### src/rtl/wdt_pkg.sv
package wdt_pkg;
  localparam int OFS_CTRL   = 'h0;
  localparam int OFS_RELOAD = 'h4;
  localparam int OFS_COUNT  = 'h8;
  localparam int OFS_ACK    = 'hC;

  localparam int BIT_RST_EN = 0;
  localparam int BIT_IRQ_EN = 2;
  localparam int BIT_RUN    = 5;
  localparam int SEL_LSB    = 3;
  localparam int SEL_W      = 2;
  localparam int PRE_LSB    = 8;
  localparam int PRE_W      = 8;
endpackage

### src/rtl/wdt_prescale.sv
module wdt_prescale #(
  parameter int PRE_W        = 8,
  parameter int SEL_W        = 2,
  parameter int DIV_MIN_LOG2 = 4
) (
  input  logic             clk,
  input  logic             rst_n,
  input  logic             run,
  input  logic [PRE_W-1:0] pre_val,
  input  logic [SEL_W-1:0] div_sel,
  output logic             tick
);
  localparam int DIV_W = DIV_MIN_LOG2 + (1 << SEL_W) - 1;

  logic [PRE_W-1:0] pre_q;
  logic [DIV_W-1:0] div_q;
  logic [DIV_W-1:0] div_last;
  logic             pre_wrap;

  assign div_last = DIV_W'((1 << (DIV_MIN_LOG2 + int'(div_sel))) - 1);
  assign pre_wrap = (pre_q == pre_val);
  assign tick     = run && pre_wrap && (div_q == div_last);

  always_ff @(posedge clk or negedge rst_n) begin
    if (!rst_n) begin
      pre_q <= '0;
      div_q <= '0;
    end else if (!run) begin
      pre_q <= '0;
      div_q <= '0;
    end else if (pre_wrap) begin
      pre_q <= '0;
      div_q <= (div_q == div_last) ? '0 : div_q + 1'b1;
    end else begin
      pre_q <= pre_q + 1'b1;
    end
  end
endmodule

### src/rtl/wdt_downcount.sv
module wdt_downcount #(
  parameter int CNT_W = 16
) (
  input  logic             clk,
  input  logic             rst_n,
  input  logic             tick,
  input  logic             load,
  input  logic [CNT_W-1:0] load_val,
  input  logic [CNT_W-1:0] reload_val,
  output logic [CNT_W-1:0] count,
  output logic             expire
);
  logic [CNT_W-1:0] cnt_q;

  assign count  = cnt_q;
  assign expire = tick && !load && (cnt_q == '0);

  always_ff @(posedge clk or negedge rst_n) begin
    if (!rst_n)       cnt_q <= '1;
    else if (load)    cnt_q <= load_val;
    else if (tick)    cnt_q <= (cnt_q == '0) ? reload_val : cnt_q - 1'b1;
  end
endmodule

### src/rtl/wdt_rst_pulse.sv
module wdt_rst_pulse #(
  parameter int LEN = 128
) (
  input  logic clk,
  input  logic rst_n,
  input  logic fire,
  input  logic block,
  output logic req
);
  localparam int CW = (LEN > 1) ? $clog2(LEN) : 1;

  logic          active_q;
  logic [CW-1:0] left_q;

  assign req = active_q && !block;

  always_ff @(posedge clk or negedge rst_n) begin
    if (!rst_n) begin
      active_q <= 1'b0;
      left_q   <= '0;
    end else if (active_q) begin
      if (left_q == '0) active_q <= 1'b0;
      else              left_q   <= left_q - 1'b1;
    end else if (fire && !block) begin
      active_q <= 1'b1;
      left_q   <= CW'(LEN - 1);
    end
  end
endmodule

### src/rtl/prescaled_watchdog.sv
module prescaled_watchdog
  import wdt_pkg::*;
#(
  parameter int ADDR_W  = 4,
  parameter int DATA_W  = 16,
  parameter int CNT_W   = 16,
  parameter int RST_LEN = 128
) (
  input  logic              clk,
  input  logic              rst_n,
  input  logic              bus_en,
  input  logic              bus_we,
  input  logic [ADDR_W-1:0] bus_addr,
  input  logic [DATA_W-1:0] bus_wdata,
  output logic [DATA_W-1:0] bus_rdata,
  input  logic              rst_mask,
  output logic              irq,
  output logic              wdt_rst_req
);
  logic [15:0]      ctrl_q;
  logic [CNT_W-1:0] reload_q;
  logic [CNT_W-1:0] count;
  logic             wr, wr_ctrl, wr_reload, wr_count, wr_ack;
  logic             tick, expire, irq_q;

  assign wr        = bus_en && bus_we;
  assign wr_ctrl   = wr && (bus_addr == ADDR_W'(OFS_CTRL));
  assign wr_reload = wr && (bus_addr == ADDR_W'(OFS_RELOAD));
  assign wr_count  = wr && (bus_addr == ADDR_W'(OFS_COUNT));
  assign wr_ack    = wr && (bus_addr == ADDR_W'(OFS_ACK));

  always_ff @(posedge clk or negedge rst_n) begin
    if (!rst_n) begin
      ctrl_q   <= '0;
      reload_q <= '1;
    end else begin
      if (wr_ctrl)   ctrl_q   <= 16'(bus_wdata);
      if (wr_reload) reload_q <= CNT_W'(bus_wdata);
    end
  end

  wdt_prescale #(.PRE_W(PRE_W), .SEL_W(SEL_W), .DIV_MIN_LOG2(4)) u_prescale (
    .clk     (clk),
    .rst_n   (rst_n),
    .run     (ctrl_q[BIT_RUN]),
    .pre_val (ctrl_q[PRE_LSB +: PRE_W]),
    .div_sel (ctrl_q[SEL_LSB +: SEL_W]),
    .tick    (tick)
  );

  wdt_downcount #(.CNT_W(CNT_W)) u_count (
    .clk        (clk),
    .rst_n      (rst_n),
    .tick       (tick),
    .load       (wr_count),
    .load_val   (CNT_W'(bus_wdata)),
    .reload_val (reload_q),
    .count      (count),
    .expire     (expire)
  );

  always_ff @(posedge clk or negedge rst_n) begin
    if (!rst_n)                              irq_q <= 1'b0;
    else if (expire && ctrl_q[BIT_IRQ_EN])   irq_q <= 1'b1;
    else if (wr_ack && bus_wdata[0])         irq_q <= 1'b0;
  end
  assign irq = irq_q;

  wdt_rst_pulse #(.LEN(RST_LEN)) u_pulse (
    .clk   (clk),
    .rst_n (rst_n),
    .fire  (expire && ctrl_q[BIT_RST_EN]),
    .block (rst_mask),
    .req   (wdt_rst_req)
  );

  always_comb begin
    bus_rdata = '0;
    if (bus_addr == ADDR_W'(OFS_CTRL))        bus_rdata = DATA_W'(ctrl_q);
    else if (bus_addr == ADDR_W'(OFS_RELOAD)) bus_rdata = DATA_W'(reload_q);
    else if (bus_addr == ADDR_W'(OFS_COUNT))  bus_rdata = DATA_W'(count);
  end
endmodule

### config.mk
export PLATFORM = sky130hd
export DESIGN_NAME = prescaled_watchdog
export DESIGN_NICKNAME = d
export VERILOG_FILES = /design/src/rtl/wdt_pkg.sv /design/src/rtl/wdt_prescale.sv /design/src/rtl/wdt_downcount.sv /design/src/rtl/wdt_rst_pulse.sv /design/src/rtl/prescaled_watchdog.sv
export SDC_FILE = /design/constraint.sdc
export NUM_CORES = 1
export LEC_CHECK = 0
export ABC_AREA = 1
export ABC_CLOCK_PERIOD_IN_PS = 4240
export BUFFER_PORTS_ARGS = -buffer_cell sky130_fd_sc_hd__buf_4
export CAP_MARGIN = 10
export CORE_ASPECT_RATIO = 1.5
export CORE_MARGIN = 3
export CORE_UTILIZATION = 61
export DETAILED_ROUTE_END_ITERATION = 16
export GPL_TIMING_DRIVEN = 1
export PLACE_DENSITY_LB_ADDON = 0.12
export SLEW_MARGIN = 40
export SYNTH_ARGS = -nofsm -noshare
export SYNTH_HDL_FRONTEND = slang
export SYNTH_SLANG_ARGS = --single-unit
export TNS_END_PERCENT = 5
### constraint.sdc
create_clock -name clk -period 4.24 [get_ports clk]
set_clock_uncertainty 0.05 [all_clocks]
set_input_delay 0.212 -clock clk [delete_from_list [all_inputs] [get_ports clk]]
set_output_delay 0.212 -clock clk [all_outputs]
set_load 0.02 [all_outputs]
==> metrics.csv, run 1 <==
metric;value;unit
status;finished clean;
cp.required;4.44;ns
grt_first_pass_wirelength;17200;microns
dp.final_hpwl;7290;microns
final_cell_mix;nand2_1, inv_1, o21ai_0;
m1WireLength;4260;microns
maxSlewHeadroom;47.2;%
cts_max_path_buffers;2;
wl_met3;475;microns
cp-start-kind;flop;
antenna_left;0;
postCtsHoldBufs;1;
clk_pin_slew_worst_paths;0.08;ns
place_congestion;0.915;
fillCellCount;556;
grt_pass1_vias;3785;
tns;0;ns
firstDrtPassIters;5;
ctsResizeCount;0;
drv_cap;0;
synth_cells;560;
total_leakage_power;0.00226;uW
wl_met2;5210;microns
initial_core_util;64.3;%
critPathMaxFanout;13;
grt_antenna_before_repair;0;
grt_max_degree;73;
fin_util;72.3;%
wl_per_cell;15.1;microns
diodes;0;
clock_latency;0.36;ns
tightestPinTransition;0.790;ns
rsz0062_at_grt;false;
drc;0;
vdd_drop_max;0.279;mV
syn-cell-area;0.00426;sq mm
gr-total-overflow;0;
io_pins;43;
rows;36;
cts_tree;done;
drtIter0Drc;338;
vias;3875;
nNetsFinal;632;
pre_cts_ws;1.77;ns
wl;10300;microns
power.density;387;mW/mm^2
path_class;reg2reg;
whs;0.0481;ns
layout_setup_ws;1.78;ns
highest_layer;met4;
clock_sinks;72;
track_usage;28.1;%
total_power;1850;uW
ys_seq_area_share;43.2;%
post_cts_buffers;0;
finalSetupViolCount;0;
critPathCaptureType;flop;
cts.htree.levels;3;
avgSynthCellArea;7.61;sq um
regToRegSetupSlack;1.78;ns
layout_min_cycle_time;2.46;ns
numCtsBuffers;9;
multi_input_area;0.00205;sq mm
die_w;74.2;microns
synth_cell_types;38;
numPortBuffers;42;
root_buffer;clkbuf_8;
viasPerCell;5.67;
register_area;0.00184;sq mm
die_h;108;microns
yosysWarnings;0;
hp-class;in2reg;
core_area;0.00662;sq mm
drive_above_1_share;19.4;%
final_hold_viol_count;0;
dieArea;0.00804;sq mm
layout_commonest_cell;nand2_1;
maxSlewViolCount;0;
area_delta_synth_final;12.3;%
ys_seq_elements;72;
syn_nets;590;
cp.arrival;2.66;ns
max_freq;407;MHz
fin_crit_sh;58.0;%
area by class of cell:
cell class,instances,area share (%)
tap,76,1.99
timing repair buffer,43,6.88
multi-input combinational,395,42.9
inverter,81,6.38
clock inverter,1,0.105
clock buffer,15,3.27
sequential,72,38.5
path summary, 6_finish.rpt:
path | startpoint | endpoint | cells past startpoint
worst max register to register | u_count.count[0] | u_pulse.left_q[1] | 10
max in group asynchronous | rst_n | u_prescale.div_q[3] | 2
worst min-delay path | bus_wdata[14] | reload_q[14] | 3
worst min register to register | reload_q[2] | reload_q[2] | 2
worst max-delay path | u_count.count[0] | u_pulse.left_q[1] | 10
min in group asynchronous | rst_n | u_prescale.pre_q[3] | 2
cell families after synthesis:
family,after synthesis,synth area share (%)
simple gates,268,27.6
flops,72,43.2
xor+xnor,15,3.08
compound gates,107,16.0
buf+inv,93,8.63
fa+ha+maj,5,1.47
state kept, by name (all words and copies together), names as in the netlist:
signal	cells
u_prescale.div_q	7
u_pulse.left_q	7
u_pulse.active_q	1
u_count.count	16
reload_q	16
u_prescale.pre_q	8
irq	1
ctrl_q	16
through the flow:
stage	std cells	area, sq um
finish	683	4790
detailed placement	666	4610
CTS	683	4790
global placement	666	4610
floorplan	560	4260
global route	683	4790
cells in the mapped netlist, drive strengths merged:
library cell,count,area [sq um]
nand3,27,145
inv,78,293
o211ai,23,208
nand3b,2,15.0
nand2,180,688
dfstp,32,841
o21ai,60,312
nor3,7,68.8
ha,5,62.6
a31oi,1,6.26
clkinv,3,12.5
a21oi,9,45.0
nor2,45,194
buf,5,36.3
clkbuf,7,26.3
nor4,1,6.26
dfrtp,40,1000
xnor2,5,43.8
xor2,10,87.6
o22ai,5,31.3
nand4,6,58.8
o221ai,8,70.1
o41ai,1,8.76
routing by layer:
metal	up-vias	global-route usage, %
met1	1834	32.8
met2	112	47.2
met3	24	6.88
li1	1905	-
met5	-	0
met4	0	14.2
where the power goes:
group	switching [uW]	internal (uW)	leakage, uW
Combinational	286	172	0.00133
Clock	254	229	0.0000817
Sequential	91.6	819	0.000850
worst max-delay path, cell delays in order (launching register included):
cell and delay [ns]:
dfstp_2 0.53, inv_1 0.11, ha_1 0.25, nand2_1 0.07
nor2_1 0.04, nand2_1 0.35, clkinv_1 0.42, nand4_4 0.29
nand2_4 0.11, nand2_1 0.08, nand2_1 0.05
No activity file was read; power rests on OpenSTA's default activity.
==> inputs of run 2 (changes only) <==
- ABC_CLOCK_PERIOD_IN_PS: 4240 -> 2300
- CORE_UTILIZATION: 61 -> 59
- clock period: 4.24 -> 2.3 ns (I/O delays scaled with it)
==> run 2 against run 1 <==
  * First-iteration DRC count fell by 17%
  * Design area is 3.9% higher
  * Cell count increased by 2.5%
  * Sequential share of layout area decreased by 1.4 points
  * Utilization shrank 0.69 points
  * Non-clock buffer count grew 15
  * Largest cell class unchanged
  * Critical path depth did not move
  * Count of clock-buffer cells in the layout down 3
  * Combinational power is 94% higher
==> metrics.csv, run 2 (synthesis results as in run 1) <==
metric;value;unit;change
status;finished clean;;
critPathCaptureType;flop;;
fin_crit_sh;91.2;%;+33 points
track_usage;27.4;%;-0.78 points
grt_pass1_vias;3805;;+0.53%
drive_above_1_share;21.2;%;+1.8 points
regToRegSetupSlack;0.20;ns;-1.58 ns
drtIter0Drc;281;;-17%
clock_sinks;72;;unchanged
dp.final_hpwl;7430;microns;+2.0%
post_cts_buffers;0;;unchanged
ctsResizeCount;0;;unchanged
wl;10400;microns;+1.5%
fin_util;71.6;%;-0.69 points
viasPerCell;5.59;;-1.5%
power.density;730;mW/mm^2;+89%
initial_core_util;61.4;%;-3.0 points
final_hold_viol_count;0;;unchanged
dieArea;0.00830;sq mm;+3.2%
tns;0;ns;unchanged
final_cell_mix;nand2_1, inv_1, o21ai_0, buf_4, dfrtp_1;;
path_cells;inv_1 > ha_1 > nand2_1 > nor2_1 > nand2_1 > clkinv_1 > nand4_4 > nand2_4 > nand2_1 > nand2_1;;
hp-class;in2reg;;
finalSetupViolCount;0;;unchanged
nNetsFinal;647;;+2.4%
cp-start-kind;flop;;
wl_per_cell;14.9;microns;-0.99%
register_area;0.00184;sq mm;unchanged
cts_max_path_buffers;2;;unchanged
diodes;0;;unchanged
cts_tree;done;;
die_w;75.4;microns;+1.5%
numCtsBuffers;9;;unchanged
layout_commonest_cell;nand2_1;;
cp.depth;10;;unchanged
maxSlewHeadroom;55.7;%;+8.5 points
grt_antenna_before_repair;0;;unchanged
drc;0;;unchanged
path_class;reg2reg;;
grt_first_pass_wirelength;17300;microns;+0.80%
cp.arrival;2.28;ns;-0.38 ns
die_h;110;microns;+1.6%
vias;3913;;+0.98%
total_leakage_power;0.00236;uW;+4.1%
io_pins;43;;unchanged
final_area;0.00497;sq mm;+3.9%
critPathTopFamily;simple AND/OR/NAND/NOR gates;;
root_buffer;clkbuf_8;;
cp_num_buf_inv;2;;unchanged
crit_slowest_cell;dfstp_2;;
vdd_drop_max;0.603;mV;+120%
cp.required;2.49;ns;-1.95 ns
tightestPinTransition;0.665;ns;-0.125 ns
area_delta_synth_final;16.7;%;
maxSlewViolCount;0;;unchanged
cp_common_cell;nand2_1;;
grt_max_degree;73;;unchanged
total_power;3630;uW;+96%
layout_min_cycle_time;2.10;ns;-0.361 ns
cts.htree.levels;3;;unchanged
clock_latency;0.35;ns;about the same
max_freq;477;MHz;+17%
gr-total-overflow;0;;unchanged
critPathMaxFanout;9;;-4
ff2ff_path_depth;10;;unchanged
place_congestion;0.872;;-4.8%
antenna_left;0;;unchanged
core_area;0.00694;sq mm;+4.9%
multi_input_area;0.00205;sq mm;unchanged
rsz0062_at_grt;false;;
postCtsHoldBufs;7;;+6
post_dp_cell_area;0.00468;sq mm;+1.5%
fillCellCount;579;;+4.1%
slowest_delay;0.53;ns;about the same
drv_cap;0;;unchanged
clk_pin_slew_worst_paths;0.07;ns;about the same
min_path_cells;3;;unchanged
rows;37;;+2.8%
numPortBuffers;42;;unchanged
firstDrtPassIters;5;;unchanged
## run 2: changes by cell type in the layout (fill, tap and decap cells not counted)
cell | previous run | this run
buf_4 | 41 | 50
bufinv_16 | 0 | 1
clkbuf_1 | 5 | 0
clkbuf_8 | 10 | 12
nor2_1 | 37 | 36
dlygate4sd3_1 | 1 | 7
clkinv_4 | 0 | 1
nor2_2 | 7 | 8
nand2_1 | 176 | 177
clkinvlp_4 | 0 | 1
nand2_2 | 3 | 2
## run 2: metal layers
metal	part of all wire (%)	global-route usage [%]	routed length, microns
met1	40	33.4	4230
met2	51	46.2	5360
met3	4.9	4.54	516
met4	3.3	12.9	342
met5	0	0	0
## run 2: cell type report
type                    instances  share of cell area [%]
multi-input cells             395                    41.3
flip-flops and latches         72                    37.1
repair buffers                 58                    9.19
inverters                      81                    6.14
clock buffers                  12                    3.32
well taps                      78                    1.96
clock inverters                 4                    1.03
## run 2: final timing paths
kind | endpoint | start
setup / recovery | u_pulse.left_q[2] | u_count.count[0]
min in group asynchronous | u_prescale.pre_q[3] | rst_n
hold / removal | u_count.count[6] | bus_wdata[6]
setup reg to reg | u_pulse.left_q[2] | u_count.count[0]
hold reg to reg | reload_q[2] | reload_q[2]
max in group asynchronous | irq | rst_n
## run 2: worst reg2reg max path: stages, from the launching register on
cell	delay, ns
dfstp_2	0.53
inv_1	0.10
ha_1	0.27
nand2_1	0.08
nor2_1	0.04
nand2_1	0.07
clkinv_1	0.31
nand4_4	0.30
nand2_4	0.11
nand2_1	0.07
nand2_1	0.05
## run 2: metrics by stage
step	std cells	setup WS, ns	hold slack, ns
after floorplan	560	0.544	-0.231
after global placement	677	0.255	0.247
after detailed placement	677	0.230	0.123
after CTS	700	0.188	0.00148
after global routing	700	0.0581	0.00933
final	700	0.203	0.0108
## run 2: report_power, final
group | total (uW) | internal [uW] | leakage (uW) | switching [uW]
combinational | 887 | 338 | 0.00140 | 549
sequential | 1670 | 1510 | 0.000850 | 157
clock | 1070 | 590 | 0.000109 | 485
total | 3630 | 2440 | 0.00236 | 1190
==> inputs of run 3 (changes only) <==
- PLACE_DENSITY: default -> 0.76
- PLACE_DENSITY_LB_ADDON: 0.12 -> default
==> run 3 against run 2 <==
  * Non-clock buffer count down 2
  * Die area unchanged
  * Total power down 5.5%
  * Critical endpoint unchanged
==> metrics.csv, run 3 (synthesis results as in run 1) <==
metric;value;unit;change
clock_latency;0.35;ns;about the same
combPwrFrac;25.0;%;+0.5 points
grt_pass1_vias;3875;;+1.8%
grt_antenna_before_repair;0;;unchanged
ff2ff_path_depth;10;;unchanged
final_hold_viol_count;0;;unchanged
tightestPinTransition;0.819;ns;+0.154 ns
place_inst;673;;-0.59%
wl_per_cell;15.0;microns;+0.77%
fillCellCount;579;;unchanged
fin_crit_sh;90.8;%;-0.38 points
cp_common_cell;nand2_1;;
core_area;0.00694;sq mm;unchanged
hp-class;in2reg;;
vdd_drop_max;0.415;mV;-31%
vias;3907;;-0.15%
min_to;ctrl_q[4];;
place_congestion;0.941;;+7.9%
hp-start;bus_wdata[4];;
track_usage;27.4;%;+0.056 points
maxSlewHeadroom;45.2;%;-10 points
r2r_end;u_pulse.left_q[2];;
total_leakage_power;0.00232;uW;-1.4%
cp-start-kind;flop;;
rows;37;;unchanged
path_class;reg2reg;;
crit_slowest_cell;dfstp_2;;
antenna_left;0;;unchanged
dieArea;0.00830;sq mm;unchanged
multi_input_area;0.00205;sq mm;-0.12%
root_buffer;clkbuf_8;;
drive_above_1_share;19.9;%;-1.4 points
share_seq_of_total_power;49.1;%;+3.2 points
initial_core_util;61.4;%;unchanged
power.switching;1140;uW;-4.1%
max_freq;479;MHz;+0.42%
cp.required;2.49;ns;about the same
critPathTopFamily;simple AND/OR/NAND/NOR gates;;
viasPerCell;5.61;;+0.28%
critPathCaptureType;flop;;
nNetsFinal;645;;-0.31%
clkPwrFrac;25.9;%;-3.7 points
internal-power;2290;uW;-6.2%
whs;0.0193;ns;+0.00848 ns
register_area;0.00184;sq mm;unchanged
wl;10500;microns;+0.34%
layout_commonest_cell;nand2_1;;
final_cell_mix;nand2_1, inv_1, o21ai_0;;
numPortBuffers;42;;unchanged
gr-total-overflow;0;;unchanged
area_delta_synth_final;15.2;%;
r2r_start;u_count.count[0];;
firstDrtPassIters;5;;unchanged
dp.final_hpwl;7630;microns;+2.7%
status;finished clean;;
maxSlewViolCount;0;;unchanged
path_cells;inv_1 > ha_1 > nand2_1 > nor2_1 > nand2_1 > clkinv_1 > nand4_4 > nand2_4 > nand2_1 > nand2_1;;
die_w;75.4;microns;unchanged
min_path_cells;3;;unchanged
tns;0;ns;unchanged
cts_max_path_buffers;2;;unchanged
rsz0062_at_grt;false;;
drv_cap;0;;unchanged
regToRegSetupSlack;0.21;ns;about the same
clk_pin_slew_worst_paths;0.07;ns;about the same
diodes;0;;unchanged
stdcell_count;697;;-0.43%
drtIter0Drc;228;;-19%
swShare;33.3;%;+0.49 points
die_h;110;microns;unchanged
cp.arrival;2.28;ns;about the same
slowest_delay;0.53;ns;about the same
critPathMaxFanout;9;;unchanged
finalSetupViolCount;0;;unchanged
cts_tree;done;;
numCtsBuffers;9;;unchanged
grt_first_pass_wirelength;17300;microns;-0.20%
grt_max_degree;73;;unchanged
power.density;698;mW/mm^2;-4.4%
cp_num_buf_inv;2;;unchanged
drc;0;;unchanged
io_pins;43;;unchanged
layout_min_cycle_time;2.09;ns;-0.00878 ns
clock_sinks;72;;unchanged
cts.htree.levels;3;;unchanged
==> run 3: cell count changes in the layout (fill, tap and decap cells not counted) <==
| cell | before | now |
|---|---|---|
| clkbuf_8 | 12 | 11 |
| dlygate4sd3_1 | 7 | 9 |
| bufinv_16 | 1 | 0 |
| clkinv_4 | 1 | 0 |
| clkbuf_1 | 0 | 3 |
| clkinvlp_4 | 1 | 0 |
| nor2_1 | 36 | 37 |
| buf_4 | 50 | 46 |
| nor2_2 | 8 | 7 |
==> run 3: power groups by stage <==
| stage | sequential, uW | combinational [uW] | clock [uW] |
|---|---|---|---|
| after floorplan | 1640 | 618 | 0 |
| after global placement | 1700 | 805 | 0 |
| after detailed placement | 1700 | 832 | 0 |
| after CTS | 1680 | 853 | 909 |
| after global routing | 1710 | 975 | 966 |
| final | 1680 | 857 | 887 |
==> run 3: final cells by class <==
cell class / count / share of cell area [%]
multi-input cells: 395 / 41.8
flip-flops and latches: 72 / 37.5
repair buffers: 56 / 9.10
inverters: 81 / 6.22
clock buffers: 14 / 3.31
well taps: 78 / 1.99
clock inverters: 1 / 0.102
==> run 3: worst max path at each step <==
stage / start / end / slack, ns / cells past startpoint
6_report: u_count.count[0] / u_pulse.left_q[2] / 0.21 / 10
5_1_grt: u_count.count[0] / u_pulse.left_q[3] / 0.07 / 10
4_1_cts: u_count.count[0] / u_pulse.left_q[2] / 0.24 / 10
3_5_place_dp: u_count.count[0] / u_pulse.left_q[1] / 0.24 / 10
3_3_place_gp: u_count.count[0] / u_pulse.left_q[4] / 0.29 / 10
2_1_floorplan: u_count.count[0] / u_pulse.left_q[3] / 0.54 / 10
==> run 3: per-layer routing <==
metal | wire, microns | GRT usage [%]
met1 | 4190 | 31.6
met2 | 5370 | 47.1
met3 | 540 | 5.81
met4 | 381 | 13.4
met5 | 0 | 0
==> run 3: metrics by stage <==
stage | total power [uW] | utilization (%) | worst slack [ns] | cell area, sq um
floorplan | 2260 | - | 0.544 | 4260
global placement | 2500 | 66.9 | 0.294 | 4650
detailed placement | 2530 | 67.0 | 0.245 | 4650
CTS | 3440 | 70.7 | 0.240 | 4910
global route | 3650 | 70.7 | 0.0728 | 4910
finish | 3430 | 70.7 | 0.211 | 4910
==> run 3: repair_timing <==
item                                   4_1_cts  5_1_grt
resized for setup                            0        0
setup buffers                                0        0
endpoints found under the hold margin       51        0
hold buffers                                 9        0
==> run 3: tightest hold or removal path, stage by stage <==
cell	delay, ns
buf_4	0.07
inv_1	0.06
o21ai_1	0.13
